`src/rtl/i2c_irq_pkg.sv`:
```
`timescale 1ns/1ps
package i2c_irq_pkg;
    localparam int NUM_SRC    = 2;
    localparam int SRC_MASTER = 0;
    localparam int SRC_SLAVE  = 1;

    localparam int RA_ENABLE = 0;
    localparam int RA_RAW    = 1;
    localparam int RA_MASKED = 2;
    localparam int RA_CLEAR  = 3;
    localparam int RA_RESULT = 4;

    typedef enum logic [1:0] {
        ST_IDLE    = 2'd0,
        ST_BUSY    = 2'd1,
        ST_END_OK  = 2'd2,
        ST_END_ERR = 2'd3
    } mst_state_e;

    typedef struct packed {
        logic arb;
        logic nack;
        logic err;
    } mst_result_t;
endpackage

```
`src/rtl/irq_src_cell.sv`:
```
`timescale 1ns/1ps
module irq_src_cell (
    input  logic clk,
    input  logic rst_n,
    input  logic evt_i,
    input  logic en_we_i,
    input  logic en_d_i,
    input  logic clr_i,
    output logic raw_o,
    output logic en_o,
    output logic pend_o
);
    logic raw_q;
    logic en_q;

    always_ff @(posedge clk or negedge rst_n) begin
        if (!rst_n) begin
            raw_q <= 1'b0;
        end else if (evt_i) begin
            raw_q <= 1'b1;
        end else if (clr_i) begin
            raw_q <= 1'b0;
        end
    end

    always_ff @(posedge clk or negedge rst_n) begin
        if (!rst_n) begin
            en_q <= 1'b0;
        end else if (en_we_i) begin
            en_q <= en_d_i;
        end
    end

    assign raw_o  = raw_q;
    assign en_o   = en_q;
    assign pend_o = raw_q & en_q;

    a_r7_event_wins: assert property (@(posedge clk) disable iff (!rst_n)
        evt_i |=> raw_o)
        else $error("R7: event did not leave raw bit set");

    a_r6_clear_takes: assert property (@(posedge clk) disable iff (!rst_n)
        (clr_i && !evt_i) |=> !raw_o)
        else $error("R6: clear did not drop raw bit");

    a_r6_raw_holds: assert property (@(posedge clk) disable iff (!rst_n)
        (!clr_i && !evt_i) |=> $stable(raw_o))
        else $error("R6: raw bit changed without cause");

    a_r4_enable_holds: assert property (@(posedge clk) disable iff (!rst_n)
        !en_we_i |=> $stable(en_o))
        else $error("R4: enable changed without write");
endmodule

```
`src/rtl/mst_result_fsm.sv`:
```
`timescale 1ns/1ps
module mst_result_fsm
    import i2c_irq_pkg::*;
(
    input  logic        clk,
    input  logic        rst_n,
    input  logic        start_i,
    input  logic        done_i,
    input  logic        nack_i,
    input  logic        arb_i,
    output logic        end_o,
    output mst_result_t result_o
);
    mst_state_e state_q, state_d;
    logic nack_q, arb_q;
    logic fault;

    assign end_o = done_i | nack_i | arb_i;
    assign fault = nack_i | arb_i;

    always_comb begin
        state_d = state_q;
        unique case (state_q)
            ST_IDLE, ST_BUSY, ST_END_OK, ST_END_ERR: begin
                if (end_o) begin
                    state_d = fault ? ST_END_ERR : ST_END_OK;
                end else if (start_i) begin
                    state_d = ST_BUSY;
                end
            end
        endcase
    end

    always_ff @(posedge clk or negedge rst_n) begin
        if (!rst_n) begin
            state_q <= ST_IDLE;
            nack_q  <= 1'b0;
            arb_q   <= 1'b0;
        end else begin
            state_q <= state_d;
            if (end_o) begin
                nack_q <= nack_i;
                arb_q  <= arb_i;
            end else if (start_i) begin
                nack_q <= 1'b0;
                arb_q  <= 1'b0;
            end
        end
    end

    always_comb begin
        result_o = '0;
        unique case (state_q)
            ST_IDLE, ST_BUSY, ST_END_OK: result_o.err = 1'b0;
            ST_END_ERR:                  result_o.err = 1'b1;
        endcase
        result_o.nack = nack_q;
        result_o.arb  = arb_q;
    end

    a_r8_fault_flags: assert property (@(posedge clk) disable iff (!rst_n)
        (nack_i || arb_i) |=> result_o.err)
        else $error("R8: fault end without error flag");

    a_r8_clean_end: assert property (@(posedge clk) disable iff (!rst_n)
        (done_i && !nack_i && !arb_i) |=> (result_o == '0))
        else $error("R8: clean end left result bits");

    a_r9_start_clears: assert property (@(posedge clk) disable iff (!rst_n)
        (start_i && !end_o) |=> (state_q == ST_BUSY && result_o == '0))
        else $error("R9: start did not clear result");

    a_r9_result_holds: assert property (@(posedge clk) disable iff (!rst_n)
        (!start_i && !end_o) |=> $stable(result_o))
        else $error("R9: result changed without cause");
endmodule

```
`src/rtl/i2c_irq_hub.sv`:
```
`timescale 1ns/1ps
module i2c_irq_hub
    import i2c_irq_pkg::*;
#(
    parameter int ADDR_W = 3,
    parameter int DATA_W = 8
) (
    input  logic              clk,
    input  logic              rst_n,
    input  logic              m_start_i,
    input  logic              m_done_i,
    input  logic              m_nack_i,
    input  logic              m_arb_lost_i,
    input  logic              s_rx_i,
    input  logic              s_req_i,
    input  logic              reg_wr_i,
    input  logic [ADDR_W-1:0] reg_addr_i,
    input  logic [DATA_W-1:0] reg_wdata_i,
    output logic [DATA_W-1:0] reg_rdata_o,
    output logic              irq_o
);
    localparam int RES_W = $bits(mst_result_t);

    logic [NUM_SRC-1:0] evt, raw, en, pend, clr;
    logic               en_we;
    logic               m_end;
    mst_result_t        m_res;

    mst_result_fsm u_mres (
        .clk      (clk),
        .rst_n    (rst_n),
        .start_i  (m_start_i),
        .done_i   (m_done_i),
        .nack_i   (m_nack_i),
        .arb_i    (m_arb_lost_i),
        .end_o    (m_end),
        .result_o (m_res)
    );

    assign evt[SRC_MASTER] = m_end;
    assign evt[SRC_SLAVE]  = s_rx_i | s_req_i;

    assign en_we = reg_wr_i && (reg_addr_i == ADDR_W'(RA_ENABLE));
    assign clr   = (reg_wr_i && (reg_addr_i == ADDR_W'(RA_CLEAR)))
                 ? reg_wdata_i[NUM_SRC-1:0] : '0;

    for (genvar g = 0; g < NUM_SRC; g++) begin : g_src
        irq_src_cell u_cell (
            .clk     (clk),
            .rst_n   (rst_n),
            .evt_i   (evt[g]),
            .en_we_i (en_we),
            .en_d_i  (reg_wdata_i[g]),
            .clr_i   (clr[g]),
            .raw_o   (raw[g]),
            .en_o    (en[g]),
            .pend_o  (pend[g])
        );
    end

    assign irq_o = |pend;

    always_comb begin
        reg_rdata_o = '0;
        if (reg_addr_i == ADDR_W'(RA_ENABLE)) begin
            reg_rdata_o[NUM_SRC-1:0] = en;
        end else if (reg_addr_i == ADDR_W'(RA_RAW)) begin
            reg_rdata_o[NUM_SRC-1:0] = raw;
        end else if (reg_addr_i == ADDR_W'(RA_MASKED)) begin
            reg_rdata_o[NUM_SRC-1:0] = pend;
        end else if (reg_addr_i == ADDR_W'(RA_RESULT)) begin
            reg_rdata_o[RES_W-1:0] = m_res;
        end
    end

    a_r5_line_needs_pending: assert property (@(posedge clk) disable iff (!rst_n)
        irq_o |-> ((raw[SRC_MASTER] && en[SRC_MASTER]) || (raw[SRC_SLAVE] && en[SRC_SLAVE])))
        else $error("R5: request line high with nothing pending");

    a_r2_master_sets: assert property (@(posedge clk) disable iff (!rst_n)
        (m_done_i || m_nack_i || m_arb_lost_i) |=> raw[SRC_MASTER])
        else $error("R2: master end did not latch");

    a_r3_slave_sets: assert property (@(posedge clk) disable iff (!rst_n)
        (s_rx_i || s_req_i) |=> raw[SRC_SLAVE])
        else $error("R3: slave event did not latch");
endmodule

```
`config.mk`:
```
export PLATFORM = sky130hd
export DESIGN_NAME = i2c_irq_hub
export DESIGN_NICKNAME = d
export VERILOG_FILES = /design/src/rtl/i2c_irq_pkg.sv /design/src/rtl/irq_src_cell.sv /design/src/rtl/mst_result_fsm.sv /design/src/rtl/i2c_irq_hub.sv
export SDC_FILE = /design/constraint.sdc
export NUM_CORES = 1
export LEC_CHECK = 0
export ABC_CLOCK_PERIOD_IN_PS = 1700
export BUFFER_PORTS_ARGS = -buffer_cell sky130_fd_sc_hd__buf_2
export CORE_AREA = 2 2 39 41
export DETAILED_ROUTE_END_ITERATION = 6
export DIE_AREA = 0 0 41 43
export PLACE_DENSITY = 0.78
export SLEW_MARGIN = 20
export SYNTH_ARGS = -nofsm -noshare
export SYNTH_HDL_FRONTEND = slang
export SYNTH_SLANG_ARGS = --single-unit
```
`constraint.sdc`:
```
create_clock -name clk -period 1.7 [get_ports clk]
set_clock_uncertainty 0.05 [all_clocks]
set_input_delay 0.34 -clock clk [delete_from_list [all_inputs] [get_ports clk]]
set_output_delay 0.34 -clock clk [all_outputs]
set_load 0.1 [all_outputs]
```
**Word-level counts from Yosys, hierarchy flattened**

Cells that the tools add are included.

- Eq/ne operators: 8
- Multiplexer cells: 20
- Bitwise operators: 6
- Reductions and logical operators: 10

Operator list:

| cell | count |
|---|---|
| 2-bit two-way mux | 7 |
| 1-bit two-way mux | 11 |
| 3-bit by 2-bit == test with 1-bit output (second input constant) | 2 |
| 2-bit nonzero test | 3 |
| 2-bit == test (second input constant) | 2 |
| 1-bit OR | 4 |
| 4-bit OR reduction | 1 |
| 3-bit by 1-bit == test with 1-bit output (second input constant) | 1 |
| 3-bit == test (second input constant) | 1 |
| 3-bit zero test | 1 |
| 3-bit two-way mux | 1 |
| 3-bit by 2-bit != test with 1-bit output (second input constant) | 1 |
| 3-bit OR reduction | 1 |
| 1-bit AND | 2 |
| 2-bit by 1-bit == test with 1-bit output (second input constant) | 1 |
| 1-bit logical AND | 2 |
| 2-bit zero test | 1 |
| 1-bit case mux with 2 select lines | 1 |
| 2-bit OR reduction | 1 |

- Bits in registers: 8
- Input bits: 20
- Logic and storage cells: 51

**Logic depth before layout (Yosys ltp)**

Gate-level depths: netlist of run 1.

- Depth after elaboration: 7
- Gate-level depth with buffers: 3

**Modules after synthesis**

A second synthesis of run 1 with hierarchy kept.

- Cell total of the unflattened synthesis: 52
- Area, all modules: 558.0 um^2

By module, submodules not included:

| module | instances | cells each | area each (um^2) | sequential area each (um^2) |
|---|---|---|---|---|
| i2c_irq_hub | 1 | 23 | 202.7 | 0.0 |
| mst_result_fsm | 1 | 17 | 190.2 | 100.1 |
| irq_src_cell | 2 | 6 | 82.6 | 50.0 |

**Least setup slack after synthesis of run 1**

Ideal clock, no wire load.

- Path type: input port to output port
- Start point: in reg_addr_i[0]
- End point: out reg_rdata_o[0]
- Data arrival time: 1.974 ns
- Required time: 1.310 ns
- Slack: -0.664 ns
- Stages: 3
- Path through: mux2i_1 > o22a_1 > o21ai_1

- Cells in the longest elaborated chain, start to end: 5
- Elaborated cells on any way between the ends: 8
- Classes of those cells: eq/ne (3); mux (4); reduce/logical (1)

Ends and longest elaborated chain:

| item | line | text |
|---|---|---|
| start: declaration | i2c_irq_hub.sv:17 | `input logic [ADDR_W-1:0] reg_addr_i,` |
| 3-bit == test | i2c_irq_hub.sv:71 | `end else if (reg_addr_i == ADDR_W'(RA_RESULT)) begin` |
| 3-bit two-way mux | i2c_irq_hub.sv:71 |  |
| 2-bit two-way mux | i2c_irq_hub.sv:69 | `end else if (reg_addr_i == ADDR_W'(RA_MASKED)) begin` |
| 2-bit two-way mux | i2c_irq_hub.sv:67 | `end else if (reg_addr_i == ADDR_W'(RA_RAW)) begin` |
| 2-bit two-way mux (*) | i2c_irq_hub.sv:65 | `if (reg_addr_i == ADDR_W'(RA_ENABLE)) begin` |
| end: declaration | i2c_irq_hub.sv:19 | `output logic [DATA_W-1:0] reg_rdata_o,` |

Every way passes the cells marked *; elsewhere a longest branch is shown, timed or not.

**Final worst setup path of run 1**

- Start point: reg g_src[1].u_cell.en_q
- End point: out reg_rdata_o[1]

- Cells in the longest elaborated chain, start to end: 4

Ends and longest elaborated chain:

| item | line | text |
|---|---|---|
| start: declaration | irq_src_cell.sv:14 | `logic en_q;` |
| start signal: assignment | irq_src_cell.sv:30 | `en_q <= en_d_i;` |
| 1-bit AND | irq_src_cell.sv:36 | `assign pend_o = raw_q & en_q;` |
| 2-bit two-way mux | i2c_irq_hub.sv:69 |  |
| 2-bit two-way mux | i2c_irq_hub.sv:67 |  |
| 2-bit two-way mux (*) | i2c_irq_hub.sv:65 |  |

Marks and branches as above.

==> out/metrics.yaml, run 1 <==
status: "complete, but fails checks"
violations: "setup timing"
die_h_um: 43
drc_errors: 0
wire_per_inst_um: 10.6
reg2reg_from: "g_src[1].u_cell.en_o"
clock.fmax_ghz: 0.571
htreeDepth: 1
total_power_uw: 634
io_pins: 29
setup_violations: 1
cts.sink_count: 8
drive_gt1_share_pct: 45.7
rows: 14
drtPass1Iterations: 2
fin_crit_ns: 1.75
clk_pin_slew_ns: 0.05
synth_top_area_share_pct: 42.2
rsz0062_at_grt: "yes"
grt_pass1_wl_um: 1550
synth_top_area_cell: "dfrtp_1"
required_ns: 1.31
period_share_pct: 103
avgViaCountPerCell: 4.88
startpoint_type: "flop"
clk-insertion-delay-late_ns: 0.24
r2r_slack_ns: 0.77
crit_fanout: 3
hold_path_end: "g_src[1].u_cell.raw_o"
cts_max_path_buffers: 2
drt_iter0_drc: 4
crit_path_end_kind: "primary output"
area_growth_pct: 43.3
diodes: 0
die_w_um: 41
hpwl_um: 769
yosysWarningCount: 0
grt_use_total_pct: 12.8
nFillCells: 135
num-nets-final: 93
wirelength_um: 909
core-area_mm2: 0.00138
syn_area_um2: 474
p_leak_nw: 0.336
yosys.cell_types.count: 24
grt.overflow.total: 0
gp_congestion: 0.723
yosysSeqAreaShare_pct: 42.2
grt_max_degree: 9
r2r-end: "g_src[1].u_cell.en_o"
finalHoldViolCount: 0
cap_violations: 0
peakVddDrop_v: 0.000376
cts_buffers: 3
cts_tree: "yes"
cp.arrival_ns: 1.36
io_buffer_count: 17
ff2ff_path_depth: 2
vias: 420
min_path_type: "in -> reg"
antenna_found_initial: 0
syn_inst: 46
slew_viol_final: 0
syn_avg_cell_area_um2: 10.3
ant_nets: 0
finalSetupTns_ns: -0.0527
ys_seq_elements: 8
dieArea_mm2: 0.00176
fin_ws_ns: -0.0527
ctsRootBufferMaster: "clkbuf_4"
synth_area_leaders: "dfrtp_1 (42%), buf_4 (7.9%), mux2_2 (4.7%)"
p_per_area_mw_per_mm2: 933
min_delay_path_depth: 2
critical_path_class: "reg -> out"
initial_utilization_pct: 34.3
hold_start: "s_rx_i"
grt_pass1_vias: 392
-- critical path, stage by stage (launching register included) --
cell and delay (ns):
dfrtp_1 0.38, mux2_4 0.27, a211o_1 0.29, buf_12 0.18
-- stage by stage --
step           instances  hold WS (ns)  util, %  worst slack, ns  instance area, um^2
6_report              86         0.234     49.1          -0.0527                  679
5_1_grt               86         0.224     49.1          -0.0922                  679
4_1_cts               86         0.229     49.1          -0.0617                  679
3_5_place_dp          80         0.136     44.3          -0.0499                  613
3_3_place_gp          80         0.136     44.3          -0.0489                  613
2_1_floorplan         50      -0.00559        -           0.0152                  500
-- logic make-up (layout without fill, tap and decap cells) --
| family | Yosys count | count (layout) | share of synthesized area [%] |
|---|---|---|---|
| DFF | 8 | 8 | 42.2 |
| adders and majority gates | 1 | 1 | 2.64 |
| and+or+nand+nor | 15 | 15 | 19.8 |
| buffers and inverters | 8 | 28 | 10.3 |
| AOI/OAI and AO/OA | 9 | 9 | 15.0 |
| muxes | 4 | 4 | 9.23 |
| other | 1 | 5 | 0.791 |
-- routing by layer --
layer  vias up  global-route usage [%]  routed length (um)
met3         2                    1.57                  67
li1        209                       -                   -
met4         0                    8.00                   8
met2        14                    19.7                 463
met5         -                       0                   0
met1       195                    16.2                 369
-- cell type report --
cell class                 count  area [um^2]  area share (%)
timing repair buffer          22          170            25.0
inverter                       3         11.3            1.66
sequential                     8          200            29.5
tap                           16         20.0            2.95
multi-input combinational     34          255            37.6
clock buffer                   3         22.5            3.31
-- sequential cells by signal, summed over array words and instances (netlist names) --
signal and flops:
g_src.u_cell.raw_o 2, u_mres.state_q 2, g_src.u_cell.en_o 2, u_mres.arb_q 1, u_mres.nack_q 1
-- power breakdown --
part | switching, mW | internal, mW | total (mW)
combinational | 0.194 | 0.0894 | 0.283
clock | 0.0538 | 0.0801 | 0.134
sequential | 0.0102 | 0.206 | 0.217
total | 0.258 | 0.376 | 0.634
-- layout by cell type (no fill, tap or decap), types with 3 or more instances in the layout --
cell type / n
inv_1: 3
conb_1: 5
buf_2: 14
buf_12: 3
clkbuf_4: 3
dfrtp_1: 8
nand2_1: 5
nor2_1: 3
buf_4: 4
-- cell usage after synthesis, drive strengths merged --
cell	count
mux2	3
and4bb	1
o21ai	2
and3	1
a211o	2
a21bo	1
buf	5
nor3	1
mux2i	1
and4b	1
inv	3
nor4b	1
o22a	1
dfrtp	8
nand2	5
o211ai	1
a31o	2
ha	1
nor2	3
conb	1
nand3	1
nor4bb	1
-- timing repair --
| item | CTS | global route |
|---|---|---|
| endpoints found under the hold margin | 8 | 0 |
| resized for setup | 5 | 0 |
| buffers inserted | 2 | 0 |
| cloned | 0 | 0 |
| pin swaps | 1 | 0 |
| hold buffers | 1 | 0 |
| setup endpoints to repair | 1 | 1 |
-- worst max-delay path by stage --
stage | startpoint | slack, ns | end | cells past startpoint
floorplan | g_src[1].u_cell.raw_o | 0.02 | reg_rdata_o[1] | 2
global placement | reg_addr_i[2] | -0.05 | reg_rdata_o[1] | 4
detailed placement | reg_addr_i[2] | -0.05 | reg_rdata_o[1] | 4
CTS | g_src[1].u_cell.en_o | -0.06 | reg_rdata_o[1] | 3
global route | g_src[1].u_cell.en_o | -0.09 | reg_rdata_o[1] | 3
finish | g_src[1].u_cell.en_o | -0.05 | reg_rdata_o[1] | 3
Note: power is estimated with default switching activity, not from simulation.
==> inputs of run 2 (changes only) <==
--- a/config.mk
+++ b/config.mk
@@ -8,6 +8,7 @@
 export ABC_CLOCK_PERIOD_IN_PS = 1700
 export BUFFER_PORTS_ARGS = -buffer_cell sky130_fd_sc_hd__buf_2
 export CORE_AREA = 2 2 39 41
+export CTS_CLUSTER_DIAMETER = 120
 export DETAILED_ROUTE_END_ITERATION = 6
 export DIE_AREA = 0 0 41 43
 export PLACE_DENSITY = 0.78
==> constraint.sdc (replaced) <==
create_clock -name clk -period 1.7 [get_ports clk]
set_clock_uncertainty 0.05 [all_clocks]
set_input_delay 0.34 -clock clk [delete_from_list [all_inputs] [get_ports clk]]
set_output_delay 0.34 -clock clk [all_outputs]
set_load 0.005 [all_outputs]
==> out/metrics.yaml, run 2 (synthesis gave the netlist of run 1 again) <==
status: "finished clean"  # was complete, but fails checks
area_growth_pct: 29.8  # was 43.3%
swShare_pct: 24.8  # was 40.7%
ctsRootBufferMaster: "clkbuf_4"  # unchanged
slew_viol_final: 0  # unchanged
ant_nets: 0  # unchanged
place_worst_setup_slack_ns: 0.128  # was -0.0499 ns
cts_tree: "yes"  # unchanged
cp_slowest_stage_delay_ns: 0.38  # about the same
grt_use_total_pct: 13.7  # was 12.8%
drive_gt1_share_pct: 43.5  # was 45.7%
p_leak_nw: 0.317  # was 0.336 nW
drt_iter0_drc: 1  # was 4
grt_max_degree: 9  # unchanged
dieArea_mm2: 0.00176  # unchanged
power.internal_uw: 351  # was 376 uW
combPwrFrac_pct: 24.0  # was 44.7%
p_sw_uw: 116  # was 258 uW
core-area_mm2: 0.00138  # unchanged
drc_errors: 0  # unchanged
finalHoldViolCount: 0  # unchanged
finalSetupTns_ns: 0  # was -0.0527 ns
grt_pass1_wl_um: 1590  # was 1550 um
drtPass1Iterations: 2  # unchanged
antenna_found_initial: 0  # unchanged
rows: 14  # unchanged
crit_fanout: 3  # unchanged
pwr-share-seq_pct: 46.3  # was 34.2%
cap_violations: 0  # unchanged
avgViaCountPerCell: 4.84  # was 4.88
gp_congestion: 0.702  # was 0.723
required_ns: 1.31  # about the same
slowest_stage: "dfrtp_1"  # unchanged
clock_power_share_pct: 29.7  # was 21.1%
layout_commonest_cell: "buf_2"  # unchanged
grt_pass1_vias: 415  # was 392
io_pins: 29  # unchanged
r2r_slack_ns: 0.76  # was 0.77 ns
grt.overflow.total: 0  # unchanged
wirelength_um: 913  # was 909 um
period_share_pct: 97.8  # was 103%
cts_max_path_buffers: 2  # unchanged
crit_chain: "mux2_4 -> a211o_1 -> buf_2"  # was mux2_4 -> a211o_1 -> buf_12
cts_buffers: 3  # unchanged
critical_path_class: "reg -> out"  # unchanged
nFillCells: 140  # was 135
crit_path_end_kind: "primary output"  # unchanged
clk-insertion-delay-late_ns: 0.25  # was 0.24 ns
wire_per_inst_um: 10.7  # was 10.6 um
initial_utilization_pct: 34.3  # unchanged
min_path_type: "in -> reg"  # unchanged
fin_crit_ns: 1.66  # was 1.75 ns
die_w_um: 41  # unchanged
rsz0062_at_grt: "yes"  # unchanged
cp.arrival_ns: 1.27  # was 1.36 ns
fin_util_pct: 44.5  # was 49.1%
fin_ws_ns: 0.0369  # was -0.0527 ns
io_buffer_count: 17  # unchanged
peakVddDrop_v: 0.000303  # was 0.000376 V
startpoint_type: "flop"  # unchanged
vias: 411  # was 420
num-nets-final: 92  # was 93
die_h_um: 43  # unchanged
multi_input_area_um2: 244  # was 255 um^2
clock.fmax_ghz: 0.601  # was 0.571 GHz
diodes: 0  # unchanged
seqCellArea_um2: 200  # unchanged
setup_violations: 0  # was 1
p_per_area_mw_per_mm2: 758  # was 933 mW/mm^2
mostFrequentLayoutCells: "buf_2 (17), dfrtp_1 (8), nand2_1 (5), conb_1 (5)"  # was buf_2 (14), dfrtp_1 (8), nand2_1 (5), conb_1 (5), buf_4 (4)
hpwl_um: 777  # was 769 um
cts.sink_count: 8  # unchanged
htreeDepth: 1  # unchanged
clk_pin_slew_ns: 0.05  # about the same
## run 2: changes by cell type in the layout (fill, tap and decap cells not counted)
cell     before  now
buf_2        14   17
o21ai_1       0    1
buf_12        3    0
o21ai_4       1    0
buf_4         4    3
## run 2: power by group through the flow
| stage | clock network (mW) | registers [mW] | logic, mW |
|---|---|---|---|
| after floorplan | 0 | 0.217 | 0.0592 |
| after global placement | 0 | 0.219 | 0.0949 |
| after detailed placement | 0 | 0.220 | 0.0971 |
| after CTS | 0.148 | 0.216 | 0.113 |
| after global routing | 0.160 | 0.218 | 0.126 |
| final | 0.139 | 0.216 | 0.112 |
## run 2: cell type report
| cell class | instances | share of cell area [%] |
|---|---|---|
| Clock buffer | 3 | 3.66 |
| Timing Repair Buffer | 21 | 19.1 |
| Multi-Input combinational cell | 34 | 39.6 |
| Inverter | 3 | 1.83 |
| Tap cell | 16 | 3.25 |
| Sequential cell | 8 | 32.5 |
## run 2: metrics by stage
| step | hold WS [ns] | power [mW] | area (um^2) | std cells |
|---|---|---|---|---|
| 2_1_floorplan | -0.00559 | 0.276 | 489 | 50 |
| 3_3_place_gp | 0.139 | 0.314 | 564 | 79 |
| 3_5_place_dp | 0.139 | 0.317 | 564 | 79 |
| 4_1_cts | 0.242 | 0.478 | 616 | 85 |
| 5_1_grt | 0.251 | 0.503 | 616 | 85 |
| 6_report | 0.251 | 0.466 | 616 | 85 |
## run 2: per-layer routing
metal | global-route usage, % | wire length [um] | share of wire (%)
met1 | 16.8 | 384 | 42
met2 | 20.0 | 457 | 50
met3 | 3.14 | 71 | 7.8
met4 | 10.0 | 0 | 0
met5 | 0 | 0 | 0
## run 2: worst paths after layout
path,depth (start not counted),to,from
max,3,reg_rdata_o[1],g_src[1].u_cell.en_o
min,2,g_src[1].u_cell.raw_o,s_rx_i
max reg2reg,2,g_src[1].u_cell.en_o,g_src[1].u_cell.en_o
min reg2reg,1,u_mres.arb_q,u_mres.arb_q
max in group asynchronous,2,g_src[0].u_cell.raw_o,rst_n
min in group asynchronous,2,u_mres.state_q[0],rst_n
## run 2: worst max-delay path, delay by kind of cell, from the launching register on
family / cells / cell delay (ns)
AO/OA/AOI/OAI: 1 / 0.25
buffers and inverters: 1 / 0.12
flip-flops: 1 / 0.38
multiplexers: 1 / 0.27
## run 2: timing repair
action,4_1_cts,5_1_grt
pin swaps,1,0
gates resized for setup,1,0
hold buffers,1,0
endpoints found under the setup margin,1,1
setup buffers,2,0
endpoints found under the hold margin,8,0
==> inputs of run 3 (changes only) <==
--- a/config.mk
+++ b/config.mk
@@ -5,13 +5,15 @@
 export SDC_FILE = /design/constraint.sdc
 export NUM_CORES = 1
 export LEC_CHECK = 0
+export ABC_AREA = 1
 export ABC_CLOCK_PERIOD_IN_PS = 1700
 export BUFFER_PORTS_ARGS = -buffer_cell sky130_fd_sc_hd__buf_2
 export CORE_AREA = 2 2 39 41
 export CTS_CLUSTER_DIAMETER = 120
 export DETAILED_ROUTE_END_ITERATION = 6
 export DIE_AREA = 0 0 41 43
-export PLACE_DENSITY = 0.78
+export PLACE_DENSITY = 0.8
+export REMOVE_ABC_BUFFERS = 1
 export SLEW_MARGIN = 20
 export SYNTH_ARGS = -nofsm -noshare
 export SYNTH_HDL_FRONTEND = slang
==> out/metrics.yaml, run 3 <==
syn_inst: 64  # was 46
syn_avg_cell_area_um2: 7.68  # was 10.3 um^2
num-nets-final: 107  # was 92
synth_top_area_cell: "dfrtp_1"  # unchanged
synth_area_leaders: "dfrtp_1 (41%), nand2_1 (12%), buf_4 (7.6%)"  # was dfrtp_1 (42%), buf_4 (7.9%), mux2_2 (4.7%)
cts_buffers: 3  # unchanged
crit_chain: "ha_1 -> nand3_1 -> nand4_1 -> buf_2"  # was mux2_4 -> a211o_1 -> buf_2
synth_top_area_share_pct: 40.7  # was 42.2%
rsz0062_at_grt: "no"  # was yes
ys.flop_type: "dfrtp_1"  # unchanged
diodes: 0  # unchanged
cap_violations: 0  # unchanged
cp_slowest_stage_delay_ns: 0.38  # about the same
p_leak_nw: 0.326  # was 0.317 nW
drive_gt1_share_pct: 31.0  # was 43.5%
period_share_pct: 89.1  # was 97.8%
status: "finished clean"  # unchanged
hpwl_um: 759  # was 777 um
yosys.cell_types.count: 17  # was 24
ff2ff_path_depth: 2  # unchanged
yosysSeqAreaShare_pct: 40.7  # was 42.2%
startpoint_type: "flop"  # unchanged
gp_congestion: 0.728  # was 0.702
die_h_um: 43  # unchanged
critical_path_class: "reg -> out"  # unchanged
ys_seq_elements: 8  # unchanged
required_ns: 1.31  # about the same
die_w_um: 41  # unchanged
core-area_mm2: 0.00138  # unchanged
area_growth_pct: 23.4  # was 29.8%
drt_iter0_drc: 3  # was 1
mostFrequentLayoutCells: "buf_2 (17), nand2_1 (16), dfrtp_1 (8)"  # was buf_2 (17), dfrtp_1 (8), nand2_1 (5), conb_1 (5)
grt_pass1_wl_um: 1560  # was 1590 um
vias: 458  # was 411
r2r-end: "u_mres.state_q[0]"  # was g_src[1].u_cell.en_o
crit_path_end_kind: "primary output"  # unchanged
clk_pin_slew_ns: 0.05  # about the same
place_worst_setup_slack_ns: 0.341  # was 0.128 ns
p_per_area_mw_per_mm2: 738  # was 758 mW/mm^2
wirelength_um: 926  # was 913 um
clock_power_share_pct: 32.0  # was 29.7%
synthArstFlopShare_pct: 100  # unchanged
ant_nets: 0  # unchanged
antenna_found_initial: 0  # unchanged
setup_violations: 0  # unchanged
fin_util_pct: 43.9  # was 44.5%
min_delay_path_depth: 3  # was 2
swShare_pct: 27.4  # was 24.8%
hold_start: "s_rx_i"  # unchanged
r2r_slack_ns: 1.00  # was 0.76 ns
layout_commonest_cell: "buf_2"  # unchanged
synth_commonest_cells: "nand2_1 (16), dfrtp_1 (8), inv_1 (6), nand3_1 (6), nand4_1 (6)"  # was dfrtp_1 (8), buf_4 (5), nand2_1 (5)
fin_crit_ns: 1.51  # was 1.66 ns
min_path_type: "in -> reg"  # unchanged
combPwrFrac_pct: 20.2  # was 24.0%
power.internal_uw: 325  # was 351 uW
ctsRootBufferMaster: "clkbuf_4"  # unchanged
synth_edf_count: 0  # unchanged
dieArea_mm2: 0.00176  # unchanged
finalSetupTns_ns: 0  # unchanged
p_sw_uw: 123  # was 116 uW
avgViaCountPerCell: 4.58  # was 4.84
grt_use_total_pct: 13.3  # was 13.7%
fin_ws_ns: 0.185  # was 0.0369 ns
hold_path_end: "g_src[1].u_cell.raw_o"  # unchanged
finalHoldViolCount: 0  # unchanged
slew_viol_final: 0  # unchanged
pwr-share-seq_pct: 47.8  # was 46.3%
yosysWarningCount: 0  # unchanged
yosysMostFrequentCell: "nand2_1"  # was dfrtp_1
rows: 14  # unchanged
grt_pass1_vias: 408  # was 415
io_pins: 29  # unchanged
reg2reg_from: "u_mres.state_q[0]"  # was g_src[1].u_cell.en_o
cp.arrival_ns: 1.12  # was 1.27 ns
slowest_stage: "dfrtp_1"  # unchanged
grt_max_degree: 9  # unchanged
cts_max_path_buffers: 2  # unchanged
grt.overflow.total: 0  # unchanged
cts.sink_count: 8  # unchanged
clk-insertion-delay-late_ns: 0.25  # about the same
io_buffer_count: 17  # unchanged
crit_fanout: 2  # was 3
drtPass1Iterations: 4  # was 2
peakVddDrop_v: 0.000402  # was 0.000303 V
cts_tree: "yes"  # unchanged
htreeDepth: 1  # unchanged
syn_area_um2: 492  # was 474 um^2
clock.fmax_ghz: 0.660  # was 0.601 GHz
initial_utilization_pct: 35.5  # was 34.3%
wire_per_inst_um: 9.26  # was 10.7 um
drc_errors: 0  # unchanged
-- run 3: cell count changes in the layout (fill, tap and decap cells not counted), sizes merged, moves of 2 or more --
cell and delta:
nand2 +12, nand3b +2, nor2 +3, inv +5, nand3 +5, a31o -2, nand4 +6, buf -3
a211o -2, mux2 -3
-- run 3: layer usage --
layer  vias to the layer above  GRT usage (%)  wire length, um
li1                        242              -                -
met1                       195           18.3              422
met2                        19           18.1              422
met3                         2           1.57               70
met4                         0           10.0               10
met5                         -              0                0
-- run 3: timing repair --
item / 4_1_cts / 5_1_grt
endpoints found under the hold margin: 8 / 0
hold buffers: 1 / 0
buffers inserted: 0 / 0
gates resized for setup: 0 / 0
-- run 3: cell type report --
cell class,count,area (um^2)
sequential,8,200
timing repair buffer,18,95.1
inverter,8,30.0
tap,16,20.0
clock buffer,3,22.5
fill,145,777
multi-input combinational,47,239
-- run 3: worst max-delay path by stage --
stage / slack (ns) / to / startpoint / depth (start not counted)
global route: 0.11 / reg_rdata_o[0] / u_mres.state_q[0] / 4
floorplan: 0.60 / reg_rdata_o[0] / u_mres.state_q[0] / 3
finish: 0.19 / reg_rdata_o[0] / u_mres.state_q[0] / 4
global placement: 0.35 / reg_rdata_o[0] / reg_addr_i[1] / 6
CTS: 0.16 / reg_rdata_o[0] / u_mres.state_q[0] / 4
detailed placement: 0.34 / reg_rdata_o[1] / reg_addr_i[1] / 6
-- run 3: logic make-up (layout without fill, tap and decap cells) --
logic type                 after synthesis  in the layout  synth area share [%]
adders and majority gates                1              1                  2.54
DFF                                      8              8                  40.7
buffers and inverters                   13             29                  13.7
AOI/OAI and AO/OA                        3              3                  3.56
and+or+nand+nor                         38             38                  38.7
other                                    1              5                 0.763
-- run 3: critical path, delay by kind of cell, from the launching register on --
family	cells	cell delay, ns
flip-flops	1	0.38
adder cells (fa/ha/maj)	1	0.20
AND/OR/NAND/NOR	2	0.17
buffers and inverters	1	0.13
-- run 3: power by group through the flow --
stage	clock, mW	combinational (mW)	sequential, mW
2_1_floorplan	0	0.0477	0.214
3_3_place_gp	0	0.0874	0.217
3_5_place_dp	0	0.0896	0.217
4_1_cts	0.150	0.0914	0.214
5_1_grt	0.155	0.105	0.216
6_report	0.143	0.0906	0.214
-- run 3: stage by stage --
step,hold WS [ns],cell area [um^2],cells,power (mW)
6_report,0.222,607,100,0.448
5_1_grt,0.235,607,100,0.476
4_1_cts,0.214,607,100,0.456
3_5_place_dp,0.141,574,96,0.307
3_3_place_gp,0.138,574,96,0.304
2_1_floorplan,-0.00559,469,63,0.262
